==> src/rtl/sio_pkg.sv <==
`timescale 1ns/1ps
package sio_pkg;

    typedef enum logic [1:0] {
        REG_TXBUF = 2'd0,
        REG_RXBUF = 2'd1,
        REG_STAT  = 2'd2,
        REG_CTRL  = 2'd3
    } sio_reg_e;

    // status bit order: bit0 empty, bit1 end, bit2 full, bit3 overrun
    typedef struct packed {
        logic ovr;
        logic full;
        logic tend;
        logic empty;
    } sio_stat_t;

    typedef struct packed {
        logic te_en;
        logic tx_en;
        logic rx_en;
    } sio_ctrl_t;

    localparam int unsigned STAT_W = $bits(sio_stat_t);
    localparam int unsigned CTRL_W = $bits(sio_ctrl_t);

    function automatic int unsigned frame_bits(int unsigned data_w);
        return data_w + 2;
    endfunction

endpackage

==> src/rtl/sio_tx.sv <==
`timescale 1ns/1ps
module sio_tx #(
    parameter int unsigned DATA_W = 8
) (
    input  logic              clk,
    input  logic              rst,
    input  logic              tick,
    input  logic              load,
    input  logic [DATA_W-1:0] load_data,
    output logic              busy,
    output logic              done,
    output logic              tx
);
    import sio_pkg::*;

    localparam int unsigned FRAME = frame_bits(DATA_W);
    localparam int unsigned CW    = $clog2(FRAME + 1);

    logic [FRAME-1:0] frame_q;
    logic [CW-1:0]    cnt_q;
    logic             busy_q;
    logic             tx_q;

    assign busy = busy_q;
    assign tx   = tx_q;
    assign done = busy_q && tick && (cnt_q == CW'(FRAME));

    always_ff @(posedge clk) begin
        if (rst) begin
            frame_q <= '0;
            cnt_q   <= '0;
            busy_q  <= 1'b0;
            tx_q    <= 1'b1;
        end else if (load) begin
            frame_q <= {1'b1, load_data, 1'b0};
            cnt_q   <= '0;
            busy_q  <= 1'b1;
        end else if (busy_q && tick) begin
            if (cnt_q == CW'(FRAME)) begin
                busy_q <= 1'b0;
            end else begin
                tx_q    <= frame_q[0];
                frame_q <= {1'b1, frame_q[FRAME-1:1]};
                cnt_q   <= cnt_q + 1'b1;
            end
        end
    end

    // a load is only accepted by an idle shifter
    p_load_when_idle_r3: assert property (@(posedge clk) disable iff (rst)
        load |-> !busy_q) else $error("load while busy");

    // line rests high between frames
    p_line_idle_high_r4: assert property (@(posedge clk) disable iff (rst)
        !busy_q |-> tx_q) else $error("idle line not high");

endmodule

==> src/rtl/sio_rx.sv <==
`timescale 1ns/1ps
module sio_rx #(
    parameter int unsigned DATA_W      = 8,
    parameter int unsigned SYNC_STAGES = 2
) (
    input  logic              clk,
    input  logic              rst,
    input  logic              tick,
    input  logic              rx,
    output logic              done,
    output logic [DATA_W-1:0] data
);
    localparam int unsigned CW = $clog2(DATA_W + 1);

    logic              rx_s;
    logic              active_q;
    logic [CW-1:0]     cnt_q;
    logic [DATA_W-1:0] shift_q;

    generate
        if (SYNC_STAGES == 0) begin : g_nosync
            assign rx_s = rx;
        end else begin : g_sync
            logic [SYNC_STAGES-1:0] sync_q;
            always_ff @(posedge clk) begin
                if (rst) sync_q <= '1;
                else     sync_q <= {sync_q[SYNC_STAGES-2+1-1:0], rx} >> 0;
            end
            assign rx_s = sync_q[SYNC_STAGES-1];
        end
    endgenerate

    assign done = tick && active_q && (cnt_q == CW'(DATA_W)) && rx_s;
    assign data = shift_q;

    always_ff @(posedge clk) begin
        if (rst) begin
            active_q <= 1'b0;
            cnt_q    <= '0;
            shift_q  <= '0;
        end else if (tick) begin
            if (!active_q) begin
                if (!rx_s) begin
                    active_q <= 1'b1;
                    cnt_q    <= '0;
                end
            end else if (cnt_q != CW'(DATA_W)) begin
                shift_q <= {rx_s, shift_q[DATA_W-1:1]};
                cnt_q   <= cnt_q + 1'b1;
            end else begin
                active_q <= 1'b0;
            end
        end
    end

    // a completed frame is reported in a single cycle
    p_done_single_r7: assert property (@(posedge clk) disable iff (rst)
        done |=> !done) else $error("repeated rx done");

endmodule

==> src/rtl/sio_dbuf_irq.sv <==
`timescale 1ns/1ps
module sio_dbuf_irq #(
    parameter int unsigned DATA_W      = 8,
    parameter int unsigned SYNC_STAGES = 2
) (
    input  logic              clk,
    input  logic              rst,
    input  logic              tick,
    input  logic              rx_i,
    output logic              tx_o,
    input  logic [1:0]        bus_addr,
    input  logic              bus_we,
    input  logic [DATA_W-1:0] bus_wdata,
    output logic [DATA_W-1:0] bus_rdata,
    output logic              irq_rx,
    output logic              irq_tx,
    output logic              irq_te
);
    import sio_pkg::*;

    sio_stat_t         stat_q;
    sio_ctrl_t         ctrl_q;
    logic [DATA_W-1:0] tdr_q;
    logic [DATA_W-1:0] rdr_q;

    logic tx_busy, tx_done, rx_done;
    logic [DATA_W-1:0] rx_data;

    logic wr_buf, wr_stat, wr_ctrl, clr_empty, load;

    assign wr_buf    = bus_we && (bus_addr == REG_TXBUF);
    assign wr_stat   = bus_we && (bus_addr == REG_STAT);
    assign wr_ctrl   = bus_we && (bus_addr == REG_CTRL);
    assign clr_empty = wr_stat && !bus_wdata[0];
    assign load      = !tx_busy && !stat_q.empty;

    sio_tx #(.DATA_W(DATA_W)) u_tx (
        .clk(clk), .rst(rst), .tick(tick), .load(load), .load_data(tdr_q),
        .busy(tx_busy), .done(tx_done), .tx(tx_o)
    );

    sio_rx #(.DATA_W(DATA_W), .SYNC_STAGES(SYNC_STAGES)) u_rx (
        .clk(clk), .rst(rst), .tick(tick), .rx(rx_i),
        .done(rx_done), .data(rx_data)
    );

    always_ff @(posedge clk) begin
        if (rst) begin
            stat_q <= '{ovr: 1'b0, full: 1'b0, tend: 1'b1, empty: 1'b1};
            ctrl_q <= '0;
            tdr_q  <= '0;
            rdr_q  <= '0;
        end else begin
            if (wr_buf)  tdr_q  <= bus_wdata;
            if (wr_ctrl) ctrl_q <= bus_wdata[CTRL_W-1:0];

            if (load)           stat_q.empty <= 1'b1;
            else if (clr_empty) stat_q.empty <= 1'b0;

            if (clr_empty)                    stat_q.tend <= 1'b0;
            else if (tx_done && stat_q.empty) stat_q.tend <= 1'b1;

            if (rx_done && !stat_q.full && !stat_q.ovr) begin
                stat_q.full <= 1'b1;
                rdr_q       <= rx_data;
            end else if (wr_stat && !bus_wdata[2]) begin
                stat_q.full <= 1'b0;
            end

            if (rx_done && (stat_q.full || stat_q.ovr)) stat_q.ovr <= 1'b1;
            else if (wr_stat && !bus_wdata[3])          stat_q.ovr <= 1'b0;
        end
    end

    always_comb begin
        unique case (bus_addr)
            REG_RXBUF: bus_rdata = rdr_q;
            REG_STAT:  bus_rdata = {{(DATA_W-STAT_W){1'b0}}, stat_q};
            REG_CTRL:  bus_rdata = {{(DATA_W-CTRL_W){1'b0}}, ctrl_q};
            default:   bus_rdata = '0;
        endcase
    end

    assign irq_rx = stat_q.full  && ctrl_q.rx_en;
    assign irq_tx = stat_q.empty && ctrl_q.tx_en;
    assign irq_te = stat_q.tend  && ctrl_q.te_en;

    // moving the buffer into the shifter sets the empty flag
    p_load_sets_empty_r3: assert property (@(posedge clk) disable iff (rst)
        load |=> stat_q.empty) else $error("empty not set on load");

    // end flag only rises at frame end with the empty flag already set
    p_end_needs_empty_r5: assert property (@(posedge clk) disable iff (rst)
        $rose(stat_q.tend) |-> ($past(stat_q.empty) && $past(tx_done)))
        else $error("end flag rose without empty");

    // clearing the empty flag drops the end flag
    p_clear_drops_end_r6: assert property (@(posedge clk) disable iff (rst)
        clr_empty |=> !stat_q.tend) else $error("end flag survived clear");

    // overrun keeps the receive buffer and raises the overrun flag
    p_overrun_keeps_buf_r8: assert property (@(posedge clk) disable iff (rst)
        (rx_done && (stat_q.full || stat_q.ovr)) |=> (stat_q.ovr && $stable(rdr_q)))
        else $error("buffer changed on overrun");

endmodule

==> config.mk <==
export PLATFORM = sky130hd
export DESIGN_NAME = sio_dbuf_irq
export DESIGN_NICKNAME = d
export VERILOG_FILES = /design/src/rtl/sio_pkg.sv /design/src/rtl/sio_tx.sv /design/src/rtl/sio_rx.sv /design/src/rtl/sio_dbuf_irq.sv
export SDC_FILE = /design/constraint.sdc
export NUM_CORES = 1
export LEC_CHECK = 0
export CORE_UTILIZATION = 61
export CTS_BUF_LIST = sky130_fd_sc_hd__clkbuf_4 sky130_fd_sc_hd__clkbuf_8 sky130_fd_sc_hd__clkbuf_16
export DETAILED_ROUTE_END_ITERATION = 10
export PLACE_DENSITY_LB_ADDON = 0.2
export SLEW_MARGIN = 20
export SYNTH_ARGS = -nofsm -noshare
export SYNTH_HDL_FRONTEND = slang
export SYNTH_HIERARCHICAL = 1
export SYNTH_SLANG_ARGS = --single-unit
export TNS_END_PERCENT = 20
==> constraint.sdc <==
create_clock -name clk -period 3.5 [get_ports clk]
set_input_delay 0.525 -clock clk [delete_from_list [all_inputs] [get_ports clk]]
set_output_delay 0.525 -clock clk [all_outputs]
set_load 0.02 [all_outputs]
==> Word-level counts from Yosys, hierarchy flattened <==
Cells that the tools add are included.
{ "totals": {"ff_bits": 54, "input_bits": 15, "output_inout_bits": 12, "wordCells": 90} }
{ "op_classes": {"addsub": 2, "n_eq_ne": 9, "mux": 19, "n_bitwise": 2, "n_reduce_logical": 40} }
{ "op_table": {"columns": ["op", "count"], "rows": [
  ["2-to-1 mux 10 bit", 3],
  ["case mux 8 bit (3 select lines)", 1],
  ["logical AND 1 bit", 19],
  ["2-to-1 mux 1 bit", 12],
  ["2-to-1 mux 4 bit", 3],
  ["nonzero test 2 bit", 5],
  ["AND reduction 3 bit", 3],
  ["adder 4 x 1 -> 4 bit (second input constant)", 2],
  ["equality test 4 bit (second input constant)", 2],
  ["logical NOT 1 bit", 7],
  ["AND reduction 2 bit", 3],
  ["equality test 2 bit (second input constant)", 2],
  ["!= test 2 bit (second input constant)", 2],
  ["!= test 4 bit (second input constant)", 1],
  ["equality test 2 x 1 -> 1 bit (second input constant)", 1],
  ["logical NOT 2 bit", 1],
  ["!= test 2 x 1 -> 1 bit (second input constant)", 1],
  ["NOT 1 bit", 2],
  ["OR reduction 2 bit", 1],
  ["logical OR 1 bit", 1]
]} }

==> Longest topological paths before layout <==
{ "logic_depth": {"depth_word": 6, "ltp_mapped": 7, "ltp_nobuf": 6} }

==> Cells and area by module <==
The synthesis kept the hierarchy.
{ "by_module_without_submodules": {"columns": ["module", "n_inst", "cells_per_inst", "area_each_um2", "seq_area_each_um2"], "rows": [
  ["sio_dbuf_irq", 1, 121, 1168.6, 460.4],
  ["sio_tx", 1, 89, 835.8, 320.3],
  ["sio_rx", 1, 73, 661.9, 300.3]
]} }

==> Worst setup path before layout <==
Ideal clock, no wire load.
{ "synth_path": {"kind": "input port to output port", "startpoint": "input port bus_addr[0]", "endpoint": "output port bus_rdata[0]", "arrival_time_ns": 1.268, "t_required_ns": 2.975, "setup_slack_ns": 1.707, "path_stages": 3, "path_buffers": 1, "cell_sequence": "buf_4 > nor2b_1 > a22o_1"} }
{ "synth_between": {"elab_chain_cells": 2, "word_cells_on_any_way": 4, "classes_between": "eq/ne (3); mux (1)"} }
{ "synth_rtl": {"columns": ["item", "line", "source"], "rows": [
  ["start, declared", "sio_dbuf_irq.sv:11", "input logic [1:0] bus_addr,"],
  ["equality test 2 bit or equality test 2 x 1 -> 1 bit (tied branches)", "sio_dbuf_irq.sv:76", "unique case (bus_addr)"],
  ["case mux 8 bit (3 select lines) (*)", "sio_dbuf_irq.sv:76", null],
  ["end, declared", "sio_dbuf_irq.sv:14", "output logic [DATA_W-1:0] bus_rdata,"]
]} }
Every way passes the cells marked *; elsewhere a longest branch is shown, timed or not.

==> Final worst setup path <==
{ "layout_path": {"startpoint": "input port bus_addr[0]", "endpoint": "output port bus_rdata[2]"} }
The elaborated chain is that of the path after synthesis.

==> results.md <==
* Setup_tns at 0 ps
* Worst-case clock buffer depth at 2
* CP endpoint kind: output pin
* Core area at around 4000 µm²
* Sequential fraction of the synthesis area at 0.405
* Leak at approximately 1.1 nW
* H-tree lvl count at 2
* Min-delay worst type: flop to flop
* Hold buffer count at cts at 0
* Largest net degree at the start of global routing at between 40 and 50
* Clk sinks at 54
* R2R Setup Slk at 1770 ps
* Drt pass-1 iters at 4
* CTS buffer count at 5
* Fill cells at approximately 300
* Diodes inserted at 0
* Via count at around 2000
* Vias in the first global route at approximately 1800
* Layout area overhead at 13.3%
* Net Switching at 0.000250 W
* Most frequent cells in the layout: dfxtp_1, nand2b_1, clkdlybuf4s50_1, mux2i_1, a21oi_1
* Nets at 318
* Syn. warnings at 6
* Total power at 0.00122 W
* WHS at 431 ps
* Mapped Cells at ~280
* Drt first-iter violations at 115
* Comb pwr share at 0.072
* Req. time, crit path at a little under 3000 ps
* Yosys cell types at 55
* Slew @ Worst Pin at 620 ps
* Die Height at slightly below 70 µm
* CTS tree: done
* CP startpoint kind: input pin
* Die Area at ~4600 µm²
* Hpwl dp at between 3000 and 4000 µm
* Via density at ~5.7
* Type of the worst setup path: input pin to output pin
* Fin util at 0.739
* Root buf cell: clkbuf_8
* First-pass GRT wire length at between 8000 and 9000 µm
* Clock network power share at 0.412
* Critical Path AT at ~2500 ps
* F_max at 335 MHz
* Pint at ~0.001 W
* Sequential power share at 0.517
* Mapped Nets at about 300
* Final Hold Vio Count at 0
* Total grt overflow at 0
* DR WL/cell at about 15 µm
* Worst clock skew at approximately 7 ps
* Synth Cell Area at between 2000 and 3000 µm²
* Minimum clock period at approximately 3000 ps
* Register bit count reported by yosys at 54
* Clock Latency Late Sink at 310 ps
* Port bufs at 26
* Final Max Slew Viols at 0
* Most common cell after layout, fill and taps aside: dfxtp_1
* Worst Path Max Fanout at 10
* Initial antenna violation count at 0
* Status: complete, no violations
* RSZ-0062 raised after global routing: no
* Synth Area per Inst at between 9 and 10 µm²
* VDD IR max at around 230 µV
* Endpoints failing setup at 0
* FP Rows at 23
* Worst-path clk slew at around 90 ps
* Detailed Route WL at just over 5000 µm
* DRC errors left at 0
* Effective utilization at floorplan at 0.652
* GRT Util Overall at 0.239
* Antenna viol nets, final at 0
* GPL Wtd Cong at slightly below 0.8
* Max transition margin at 0.585
* Pwr Density at just over 400 nW/µm²
* Ports at 27
* Share of cells above drive strength 1 at 0.110
* CTS-repair resized insts at 0
* Period utilization at 0.854
* Post-CTS Setup Bufs at 0
* Switching Share at 0.204
* Die X at slightly below 70 µm
* MaxCap Viol Count at 0
## power groups by stage
stage,Clock [W],Combinational [W],Sequential [W]
floorplan,0,0.0000584,0.000644
global placement,0,0.0000860,0.000646
detailed placement,0,0.0000879,0.000646
CTS,0.000514,0.0000885,0.000632
global route,0.000543,0.0000956,0.000633
finish,0.000504,0.0000878,0.000632
## cells by family (layout without fill, tap and decap cells)
logic type | Yosys count | in the layout | synth area share
compound gates | 69 | 69 | 0.185
xor+xnor | 1 | 1 | 0.00329
fa+ha+maj | 4 | 4 | 0.0188
buf+inv | 35 | 52 | 0.0694
flops | 54 | 54 | 0.405
mux | 22 | 22 | 0.0840
simple gates | 98 | 98 | 0.234
## through the flow
| step | std cells | setup slack [ps] | area, µm² |
|---|---|---|---|
| finish | 350 | 512 | 3020 |
| global route | 350 | 414 | 3020 |
| CTS | 350 | 506 | 3020 |
| detailed placement | 342 | 516 | 2880 |
| global placement | 342 | 572 | 2880 |
| floorplan | 283 | 1710 | 2670 |
## path summary, 6_finish.rpt
kind              cells past startpoint                     to             startpoint
setup reg to reg                      7               rdr_q[2]          u_rx/cnt_q[0]
setup / recovery                      4           bus_rdata[2]            bus_addr[0]
hold / removal                        1  u_rx/g_sync.sync_q[1]  u_rx/g_sync.sync_q[0]
hold reg to reg                       1  u_rx/g_sync.sync_q[1]  u_rx/g_sync.sync_q[0]
## critical path, stage by stage
cell and delay (ps):
clkdlybuf4s50_1 670, nor2b_1 460, a22o_1 210, clkdlybuf4s50_1 590
## registers in the layout (all words and copies together) (netlist names)
register	flops
u_rx/data	8
u_rx/active_q	1
u_tx/cnt_q	4
ctrl_q	3
u_rx/g_sync.sync_q	2
rdr_q	8
tdr_q	8
stat_q	4
u_tx/tx	1
u_tx/busy	1
u_rx/cnt_q	4
u_tx/frame_q	10
## area by class of cell
| class | count | area [µm²] | area share |
|---|---|---|---|
| Clock buffer | 6 | 82.6 | 0.0273 |
| Inverter | 15 | 56.3 | 0.0186 |
| Timing Repair Buffer | 29 | 278 | 0.0920 |
| Sequential cell | 54 | 1080 | 0.358 |
| Multi-Input combinational cell | 194 | 1400 | 0.464 |
| Clock inverter | 2 | 60.1 | 0.0199 |
| Tap cell | 50 | 62.6 | 0.0207 |
## per-layer routing
layer  track usage  routed length, µm  vias to the layer above
met3        0.0567                292                        6
met2         0.377               2330                       51
li1              -                  -                     1029
met4        0.0807                 64                        0
met5             0                  0                        -
met1         0.318               2410                      922
## synthesized netlist by cell type, drive strengths merged
cell type	instances	area, µm²
a211oi	2	20.0
a21oi	17	85.1
a221oi	9	116
a22o	3	26.3
a311oi	1	8.76
a31oi	10	62.6
a32o	1	10.0
and2	9	56.3
and3	2	13.8
and3b	4	40.0
and4b	1	10.0
buf	14	106
clkbuf	6	22.5
dfxtp	54	1080
ha	4	50.1
inv	15	56.3
mux2	3	33.8
mux2i	19	190
nand2	7	28.8
nand2b	37	231
nand3	15	75.1
nand3b	2	27.5
nor2	4	15.0
nor2b	3	18.8
nor3	1	5.00
nor3b	3	27.5
nor4	1	6.26
nor4bb	2	20.0
o21a	1	7.51
o21ai	20	108
o21bai	1	7.51
o221ai	1	8.76
o2bb2ai	1	8.76
o31ai	1	7.51
o32ai	1	16.3
or2	3	18.8
or2b	1	7.51
or3	1	6.26
or3b	1	8.76
or4	1	7.51
xor2	1	8.76
Note: power is estimated with default switching activity, not from simulation.
